File: config.mk
export PLATFORM = sky130hd
export DESIGN_NAME = excl_monitor
export DESIGN_NICKNAME = d
export VERILOG_FILES = /design/src/rtl/excl_monitor_pkg.sv /design/src/rtl/excl_word_match.sv /design/src/rtl/excl_rsv_reg.sv /design/src/rtl/excl_monitor.sv
export SDC_FILE = /design/constraint.sdc
export NUM_CORES = 1
export LEC_CHECK = 0
export BUFFER_PORTS_ARGS = -buffer_cell sky130_fd_sc_hd__clkbuf_2
export CAP_MARGIN = 20
export CORE_MARGIN = 2
export CORE_UTILIZATION = 48
export CTS_CLUSTER_DIAMETER = 40
export DETAILED_ROUTE_END_ITERATION = 7
export PLACE_DENSITY = 0.84
export RECOVER_POWER = 100
export SETUP_SLACK_MARGIN = 0.15
export SYNTH_ARGS = -nofsm -noshare
export SYNTH_HDL_FRONTEND = slang
export SYNTH_HIERARCHICAL = 1
export SYNTH_SLANG_ARGS = --single-unit
File: constraint.sdc
create_clock -name clk -period 3.71 [get_ports clk]
set_clock_uncertainty 0.05 [all_clocks]
set_input_delay 0 -clock clk [delete_from_list [all_inputs] [get_ports clk]]
set_output_delay 0 -clock clk [all_outputs]
set_load 0.02 [all_outputs]
File: src/rtl/excl_monitor_pkg.sv
package excl_monitor_pkg;
   typedef enum logic {
      SX_PASS = 1'b0,
      SX_FAIL = 1'b1
   } sx_result_e;

   // next-state action for the reservation register
   typedef enum logic [1:0] {
      RSV_HOLD = 2'd0,
      RSV_SET  = 2'd1,
      RSV_DROP = 2'd2
   } rsv_action_e;
endpackage

File: src/rtl/excl_word_match.sv
module excl_word_match #(
   parameter int ADDR_W   = 32,
   parameter int GRAN_LSB = 2,
   localparam int TAG_W   = ADDR_W - GRAN_LSB
) (
   input  logic [ADDR_W-1:0] addr,
   input  logic [TAG_W-1:0]  tag,
   input  logic              tag_vld,
   output logic [TAG_W-1:0]  addr_tag,
   output logic              hit
);
   generate
      if (GRAN_LSB == 0) begin : g_byte
         assign addr_tag = addr;
      end else begin : g_word
         assign addr_tag = addr[ADDR_W-1:GRAN_LSB];
      end
   endgenerate

   assign hit = tag_vld && (addr_tag == tag);
endmodule

File: src/rtl/excl_rsv_reg.sv
module excl_rsv_reg
   import excl_monitor_pkg::*;
#(
   parameter int TAG_W = 30
) (
   input  logic             clk,
   input  logic             rst_n,
   input  rsv_action_e      action,
   input  logic [TAG_W-1:0] new_tag,
   output logic [TAG_W-1:0] tag_q,
   output logic             vld_q
);
   always_ff @(posedge clk) begin
      if (!rst_n) begin
         vld_q <= 1'b0;
         tag_q <= '0;
      end else begin
         unique case (action)
            RSV_SET: begin
               vld_q <= 1'b1;
               tag_q <= new_tag;
            end
            RSV_DROP: vld_q <= 1'b0;
            default:  ;
         endcase
      end
   end
endmodule

File: src/rtl/excl_monitor.sv
module excl_monitor
   import excl_monitor_pkg::*;
#(
   parameter int ADDR_W   = 32,
   parameter int DATA_W   = 32,
   parameter int GRAN_LSB = 2
) (
   input  logic              clk,
   input  logic              rst_n,
   input  logic              ldx_valid,
   input  logic [ADDR_W-1:0] ldx_addr,
   input  logic              stx_valid,
   input  logic [ADDR_W-1:0] stx_addr,
   input  logic [DATA_W-1:0] stx_data,
   input  logic              excl_clr,
   output logic              mem_we,
   output logic [ADDR_W-1:0] mem_addr,
   output logic [DATA_W-1:0] mem_wdata,
   output logic              sx_done,
   output logic              sx_status
);
   localparam int TAG_W = ADDR_W - GRAN_LSB;

   generate
      if (GRAN_LSB < 0 || GRAN_LSB >= ADDR_W) begin : g_bad_gran
         $error("excl_monitor: GRAN_LSB must lie in [0, ADDR_W)");
      end
      if (DATA_W < 1) begin : g_bad_data
         $error("excl_monitor: DATA_W must be positive");
      end
   endgenerate

   logic [TAG_W-1:0] tag_q;
   logic             vld_q;
   logic [TAG_W-1:0] st_tag;
   logic [TAG_W-1:0] ld_tag;
   logic             st_hit;
   logic             ld_hit_unused;
   rsv_action_e      action;
   sx_result_e       result;

   excl_word_match #(.ADDR_W(ADDR_W), .GRAN_LSB(GRAN_LSB)) u_st_match (
      .addr     (stx_addr),
      .tag      (tag_q),
      .tag_vld  (vld_q),
      .addr_tag (st_tag),
      .hit      (st_hit)
   );

   excl_word_match #(.ADDR_W(ADDR_W), .GRAN_LSB(GRAN_LSB)) u_ld_tag (
      .addr     (ldx_addr),
      .tag      (tag_q),
      .tag_vld  (vld_q),
      .addr_tag (ld_tag),
      .hit      (ld_hit_unused)
   );

   // clear beats load; load beats the drop caused by a store
   always_comb begin
      if (excl_clr)
         action = RSV_DROP;
      else if (ldx_valid)
         action = RSV_SET;
      else if (stx_valid)
         action = RSV_DROP;
      else
         action = RSV_HOLD;
   end

   excl_rsv_reg #(.TAG_W(TAG_W)) u_rsv (
      .clk     (clk),
      .rst_n   (rst_n),
      .action  (action),
      .new_tag (ld_tag),
      .tag_q   (tag_q),
      .vld_q   (vld_q)
   );

   assign result    = (stx_valid && st_hit) ? SX_PASS : SX_FAIL;
   assign mem_we    = stx_valid && (result == SX_PASS);
   assign mem_addr  = stx_addr;
   assign mem_wdata = stx_data;
   assign sx_done   = stx_valid;
   assign sx_status = (result == SX_FAIL);
endmodule

==> flow_summary.toml, run 1 <==
[run_status]
status = "finished with violations"
failed_checks = "max-capacitance violations, max-slew violations"

[floorplan]
die-area_sq_um = 5382
num_io_pins = 168
core_sq_um = 4692
num_rows = 25
die_y_um = 73.37
start_util_pct = 49.23
die_x_um = 73.37

[setup_path]
crit_buf_inv = 2
crit_family = "simple AND/OR/NAND/NOR gates"
crit_chain = "xnor2_1 > nand4_1 > or4_1 > nor4_1 > nand2_1 > inv_1 > clkbuf_1"
cp_max_fo = 2
critical_path_required_ns = 3.66
critPathMaxStageDelay_ns = 0.53
critPathKind = "flip-flop to primary output"
end_kind = "primary output"
cp-start-kind = "flip-flop"
cp_data_arrival_time_ns = 2.18
cpMaxStageDelayCell = "or4_1"

[finish]
instances_no_fill = 366
fill_cells = 410
multi_input_area_sq_um = 872.1
final_nets = 414
diodes = 0
area_growth_pct = 19.56
drive_above_1_share_pct = 23.40
regArea_sq_um = 620.6

[power_and_ir_drop]
p_per_area_nw_per_um2 = 312.2
p_seq_share_pct = 40.7
power_frac_comb_pct = 25.7
swShare_pct = 27.44
p_sw_mw = 0.2365
ir_drop_uv = 184.9
clockPowerShare_pct = 33.7
p_leak_nw = 1.101
intPower_mw = 0.6255

[sta]
setup-violations-final = 0
fin_crit_ns = 2.232
drv_slew = 31
tns_ns = 0
finalHoldViolCount = 0
post-route-period-util_pct = 60.15
rsz0062_at_grt = "false"
clock.fmax_ghz = 0.4481
tightestPinTransition_ns = 1.805
relSlewSlack_pct = -20.32

[route]
ant_nets = 0
vias = 1648
routed_wl_mm = 4.615
post_drt_wl_per_cell_um = 12.61
drc_errors = 0
drt_pass1_iterations = 4
drt-initial-drc-count = 29
vias_per_cell = 4.503

[clock_network]
clock_latency_ns = 0.27
cts_root_buf = "clkbuf_8"
clk_pin_slew_ns = 0.06
numCtsBuffers = 5
cts_tree = "done"
htreeDepth = 2
cts_sinks = 31
cts.path.max_buffers = 2

[placed_design]
gp_congestion = 0.6850
io_buffers = 97
dp_cells = 294
place_hpwl_mm = 3.093

[global_routing]
antenna_found_initial = 0
grt_util_all_layers_pct = 15.91
grt_start_max_net_pins = 32
grt_pass1_vias = 1514
grt_pass1_wl_mm = 6.486
overflow = 0

[logic_synthesis]
avgSynthCellArea_sq_um = 9.427
netlist_area_sq_um = 2310
synthCells = 245
yosys_warnings = 6
synthesis.nets = 348

[job]
max_cap_violations = 1

[hold_path]
hp-class = "input port to primary output"
## timing repair
| action | in CTS | in global routing |
|---|---|---|
| endpoints found under the setup margin | 0 | 0 |
| gates resized for setup | 0 | 0 |
| hold buffers | 64 | 0 |
| endpoints found under the hold margin | 64 | 0 |
| buffers inserted | 0 | 0 |
## metrics by stage
stage	util [%]	hold WS (ns)	setup WS, ns	cell area [sq um]	power, mW
3_3_place_gp	44.11	-0.04986	1.886	2069	0.5001
3_5_place_dp	44.11	-0.04986	1.814	2069	0.5023
2_1_floorplan	-	0.06259	1.962	2310	0.5422
5_1_grt	58.85	0.2092	1.277	2761	0.9040
6_report	58.85	0.2040	1.478	2761	0.8620
4_1_cts	59.89	0.1916	1.499	2810	0.8800
## flip-flops by register name (all words and copies together), names as in the netlist
name / flops
u_rsv/vld_q: 1
u_rsv/tag_q: 30
## cell type report
| type | instances | area share, % |
|---|---|---|
| sequential | 31 | 22.47 |
| inverter | 4 | 0.5437 |
| timing repair buffer | 161 | 39.33 |
| clock buffer | 8 | 3.625 |
| tap | 54 | 2.447 |
| multi-input combinational | 108 | 31.58 |
## power groups by stage
stage / logic [mW] / registers, mW / clock network [mW]
2_1_floorplan: 0.186 / 0.356 / 0
3_3_place_gp: 0.143 / 0.357 / 0
3_5_place_dp: 0.144 / 0.358 / 0
4_1_cts: 0.226 / 0.351 / 0.304
5_1_grt: 0.238 / 0.351 / 0.315
6_report: 0.221 / 0.351 / 0.290
## path summary, 6_finish.rpt
check / cells after the start / slack, ns / endpoint / startpoint
setup / recovery: 7 / 1.48 / mem_we / u_rsv/tag_q[7]
hold / removal: 2 / 0.20 / mem_addr[10] / stx_addr[10]
setup reg to reg: 2 / 2.98 / u_rsv/tag_q[18] / u_rsv/tag_q[18]
hold reg to reg: 2 / 0.44 / u_rsv/vld_q / u_rsv/vld_q
## placed cells by master (no fill, tap or decap)
| cell | instances |
|---|---|
| a21o_1 | 1 |
| a21boi_0 | 1 |
| or4_1 | 1 |
| clkbuf_2 | 65 |
| xor2_1 | 4 |
| nand4_1 | 7 |
| inv_1 | 4 |
| clkbuf_8 | 7 |
| nor4_1 | 2 |
| clkbuf_1 | 33 |
| nor2b_1 | 30 |
| dfxtp_1 | 31 |
| nor2_1 | 1 |
| xnor2_1 | 26 |
| or2_2 | 1 |
| ha_1 | 2 |
| mux2i_1 | 30 |
| dlygate4sd3_1 | 64 |
| nand2_1 | 2 |
## per-layer routing
| metal | part of all wire (%) | track usage (%) | vias to the layer above | wire (um) |
|---|---|---|---|---|
| met5 | 0 | 0 | - | 0 |
| met4 | 1.3 | 7.273 | 0 | 59 |
| met3 | 8.9 | 3.704 | 5 | 409 |
| met2 | 53 | 30.33 | 98 | 2425 |
| met1 | 37 | 16.20 | 722 | 1720 |
| li1 | - | - | 823 | - |
(Power assumes the default switching activity.)
==> run 2: changes to the inputs <==
- CORE_UTILIZATION: 48 -> 45
- PLACE_DENSITY: 0.84 -> 0.79
- clock period: 3.71 -> 2.2 ns (I/O delays scaled with it)
==> flow_summary.toml, run 2 (synthesis gave the netlist of run 1 again) <==
[run_status]
status = "complete, no violations"

[finish]
largest_registers = "u_rsv/tag_q x30, u_rsv/vld_q x1"
final_nets = 415
top_register = "u_rsv/tag_q"
drive_above_1_share_pct = 29.71
instances_no_fill = 383
layout_common_cells = "65 x clkbuf_2, 64 x dlygate4sd3_1, 34 x clkbuf_1, 30 x mux2i_1, 30 x nor2b_1"
largest_reg_flops = 30
final_common_cell = "clkbuf_2"
regArea_sq_um = 634.4
postLayoutCoreUtil_pct = 56.45
multi_input_area_sq_um = 930.9
diodes = 0
area_growth_pct = 23.24
fill_cells = 441

[clock_network]
clk_pin_slew_ns = 0.07
clock_latency_ns = 0.28
cts.path.max_buffers = 2
cts_sinks = 31
cts_setup_buffers = 0
cts_tree = "done"
cts_root_buf = "clkbuf_8"
numCtsBuffers = 5
htreeDepth = 2

[sta]
clock.fmax_ghz = 0.4890
post-route-period-util_pct = 92.95
rsz0062_at_grt = "true"
tns_ns = 0
drv_slew = 0
tightestPinTransition_ns = 0.6852
setup-violations-final = 0
relSlewSlack_pct = 54.32
fin_crit_ns = 2.045
finalHoldViolCount = 0

[route]
drt-initial-drc-count = 32
drc_errors = 0
ant_nets = 0
drt_pass1_iterations = 4
vias_per_cell = 4.386
routed_wl_mm = 5.158
vias = 1680
post_drt_wl_per_cell_um = 13.47

[floorplan]
num_io_pins = 168
core_sq_um = 5042
die_y_um = 75.64
num_rows = 26
die-area_sq_um = 5721
start_util_pct = 45.81
die_x_um = 75.64

[setup_path]
critical_path_required_ns = 2.15
end_kind = "primary output"
critPathKind = "flip-flop to primary output"
cpMaxStageDelayCell = "or4_4"
cp_max_fo = 2
cp_data_arrival_time_ns = 1.99
critPathMaxStageDelay_ns = 0.56
cp-start-kind = "flip-flop"
crit_chain = "xnor2_2 > nand4_1 > or4_4 > nor4_4 > nand2_2 > inv_2 > buf_6"

[power_and_ir_drop]
ir_drop_uv = 335.2
p_per_area_nw_per_um2 = 496.5
p_leak_nw = 1.139

[global_routing]
overflow = 0
grt_pass1_vias = 1541
antenna_found_initial = 0
grt_pass1_wl_mm = 7.031
grt_start_max_net_pins = 32
grt_util_all_layers_pct = 16.76

[placed_design]
place_hpwl_mm = 3.160
dp_cells = 311
gp_congestion = 0.6869
io_buffers = 97

[hold_path]
hp-class = "input port to primary output"

[job]
max_cap_violations = 0
[run 2: cell count changes in the layout (fill, tap and decap cells not counted), sizes merged]
cell    delta
clkbuf     -1
buf        +1
clkinv     +1
[run 2: final cells by class]
type                    instances  share of cell area [%]
clock inverters                 1                  0.1758
inverters                       4                  0.5275
well taps                      70                   3.077
flip-flops and latches         31                   22.29
clock buffers                   7                   2.681
repair buffers                162                   38.55
multi-input cells             108                   32.70
[run 2: timing repair]
item / in CTS / in global routing
gates resized for setup: 3 / 21
setup endpoints to repair: 2 / 2
hold buffers: 64 / 0
hold endpoints to repair: 64 / 0
pin swaps: 4 / 16
cloned: 0 / 0
[run 2: routing by layer]
layer	vias to the layer above	wire length (um)	global-route usage [%]
met4	0	25	4.678
met3	5	441	5.026
met5	-	0	0
li1	820	-	-
met2	109	2826	31.79
met1	746	1865	17.84
[run 2: path summary, 6_finish.rpt]
path | startpoint | end | slack (ns) | depth (start not counted)
worst min register to register | u_rsv/vld_q | u_rsv/vld_q | 0.45 | 2
worst min-delay path | stx_addr[20] | mem_addr[20] | 0.21 | 2
worst max register to register | u_rsv/tag_q[24] | u_rsv/tag_q[24] | 1.51 | 2
worst max-delay path | u_rsv/tag_q[0] | mem_we | 0.16 | 7
[run 2: worst max-delay path: cells and delay by family, from the launching register on]
kind	cells	cell delay [ns]
xor gates and xnor gates	1	0.13
and+or+nand+nor	4	1.05
buffers and inverters	2	0.19
DFF	1	0.34
[run 2: power by group]
part           internal [mW]  total [mW]  leakage (nW)  switching [mW]
clock                  0.222       0.436        0.0422           0.214
combinational          0.193       0.384         0.840           0.191
sequential             0.580       0.593         0.257          0.0126
[run 2: metrics by stage]
stage / hold slack [ns] / setup slack (ns) / cell area, sq um / power (mW)
2_1_floorplan: 0.06259 / 0.4524 / 2310 / 0.9143
3_3_place_gp: -0.04986 / 0.3665 / 2110 / 0.8482
3_5_place_dp: -0.04986 / 0.2762 / 2110 / 0.8513
4_1_cts: 0.1927 / 0.1517 / 2846 / 1.434
5_1_grt: 0.2191 / 0.04437 / 2846 / 1.497
6_report: 0.2062 / 0.1551 / 2846 / 1.413
==> run 3: changes to the inputs <==
- REMOVE_ABC_BUFFERS: default -> 1
- SLEW_MARGIN: default -> 30
==> flow_summary.toml, run 3 (synthesis gave the netlist of run 1 again) <==
[hold_path]
hp-class = "input port to primary output"
hold_start = "stx_addr[11]"

[setup_path]
r2r_start = "u_rsv/tag_q[9]"
crit_buf_inv = 2
critPathMaxStageDelay_ns = 0.58
cp_data_arrival_time_ns = 1.91
crit_chain = "xnor2_1 > nand4_1 > or4_4 > nor4_4 > nand2_1 > inv_2 > clkbuf_8"
end_kind = "primary output"
cpMaxStageDelayCell = "or4_4"
cp-start-kind = "flip-flop"
critPathLaunch = "u_rsv/tag_q[2]"
cp_max_fo = 2
crit_family = "simple AND/OR/NAND/NOR gates"
critPathKind = "flip-flop to primary output"
critical_path_required_ns = 2.15

[clock_network]
cts_sinks = 31
cts.path.max_buffers = 2
htreeDepth = 2
clock_latency_ns = 0.28
cts_setup_buffers = 0
numCtsBuffers = 5
cts_root_buf = "clkbuf_8"
clk_pin_slew_ns = 0.07
cts_tree = "done"

[finish]
drive_above_1_share_pct = 26.52
postLayoutCoreUtil_pct = 55.81
final_nets = 415
layout_common_cells = "64 x dlygate4sd3_1, 64 x clkbuf_2, 32 x clkbuf_1, 30 x mux2i_1, 30 x nor2b_1"
largest_reg_flops = 30
design_area_sq_um = 2814
area_growth_pct = 21.83
largest_registers = "u_rsv/tag_q x30, u_rsv/vld_q x1"
top_register = "u_rsv/tag_q"
instances_no_fill = 385

[power_and_ir_drop]
intPower_mw = 0.9850
swShare_pct = 29.96
clockPowerShare_pct = 30.5
p_leak_nw = 1.119
power_mw = 1.406
power_frac_comb_pct = 27.5
ir_drop_uv = 269.8
p_per_area_nw_per_um2 = 499.8
p_seq_share_pct = 42.0
p_sw_mw = 0.4214

[floorplan]
num_io_pins = 168
core_sq_um = 5042
die-area_sq_um = 5721
start_util_pct = 45.81
num_rows = 26
die_x_um = 75.64
die_y_um = 75.64

[route]
vias = 1726
vias_per_cell = 4.483
routed_wl_mm = 6.035
post_drt_wl_per_cell_um = 15.68
drt_pass1_iterations = 4
drt-initial-drc-count = 57
ant_nets = 0
drc_errors = 0

[run_status]
status = "complete, no violations"

[sta]
fin_crit_ns = 1.958
post-route-period-util_pct = 88.99
worst_slack_ns = 0.2421
rsz0062_at_grt = "true"
drv_slew = 0
setup-violations-final = 0
clock.fmax_ghz = 0.5108
relSlewSlack_pct = 49.33
tns_ns = 0
fin_hold_ws_ns = 0.2041
tightestPinTransition_ns = 0.7601
finalHoldViolCount = 0

[global_routing]
overflow = 0
grt_pass1_wl_mm = 8.245
antenna_found_initial = 2
grt_start_max_net_pins = 32
grt_util_all_layers_pct = 20.64
grt_pass1_vias = 1595

[placed_design]
io_buffers = 97
placed_cell_area_sq_um = 2110
pre_cts_slack_ns = 0.3557
gp_congestion = 0.7492
place_hpwl_mm = 3.896
dp_cells = 311

[job]
max_cap_violations = 0
run 3: cell types whose count changed in the layout (fill, tap and decap cells not counted), sizes merged:
cell and change:
diode +2, clkinv +2, clkbuf -2
run 3: layout make-up:
| cell class | instances | area [sq um] |
|---|---|---|
| Timing Repair Buffer | 162 | 1100 |
| Clock buffer | 5 | 68.82 |
| Clock inverter | 3 | 15.01 |
| Antenna cell | 2 | 5.005 |
| Sequential cell | 31 | 625.6 |
| Tap cell | 70 | 87.58 |
| Fill cell | 456 | 2228 |
| Multi-Input combinational cell | 108 | 897.1 |
| Inverter | 4 | 15.01 |
run 3: routing by layer:
layer,vias to the layer above,part of all wire (%),track usage [%]
met5,-,0,0
met4,0,3.0,9.747
met3,17,10,9.656
met2,98,47,32.66
met1,786,40,23.61
li1,825,-,-
run 3: final timing paths:
check / to / slack [ns] / depth (start not counted)
max: mem_we / 0.24 / 7
min: mem_addr[11] / 0.20 / 2
max reg2reg: u_rsv/tag_q[9] / 1.49 / 2
min reg2reg: u_rsv/vld_q / 0.43 / 2
run 3: repair_timing:
item,in CTS,in global routing
hold buffers,64,0
endpoints found under the setup margin,2,2
pin swaps,2,7
gates resized for setup,2,8
endpoints found under the hold margin,64,0
run 3: power by group through the flow:
stage	sequential (mW)	combinational, mW	clock (mW)
2_1_floorplan	0.601	0.0902	0
3_3_place_gp	0.602	0.241	0
6_report	0.591	0.386	0.429
5_1_grt	0.593	0.414	0.469
3_5_place_dp	0.603	0.246	0
4_1_cts	0.591	0.390	0.444
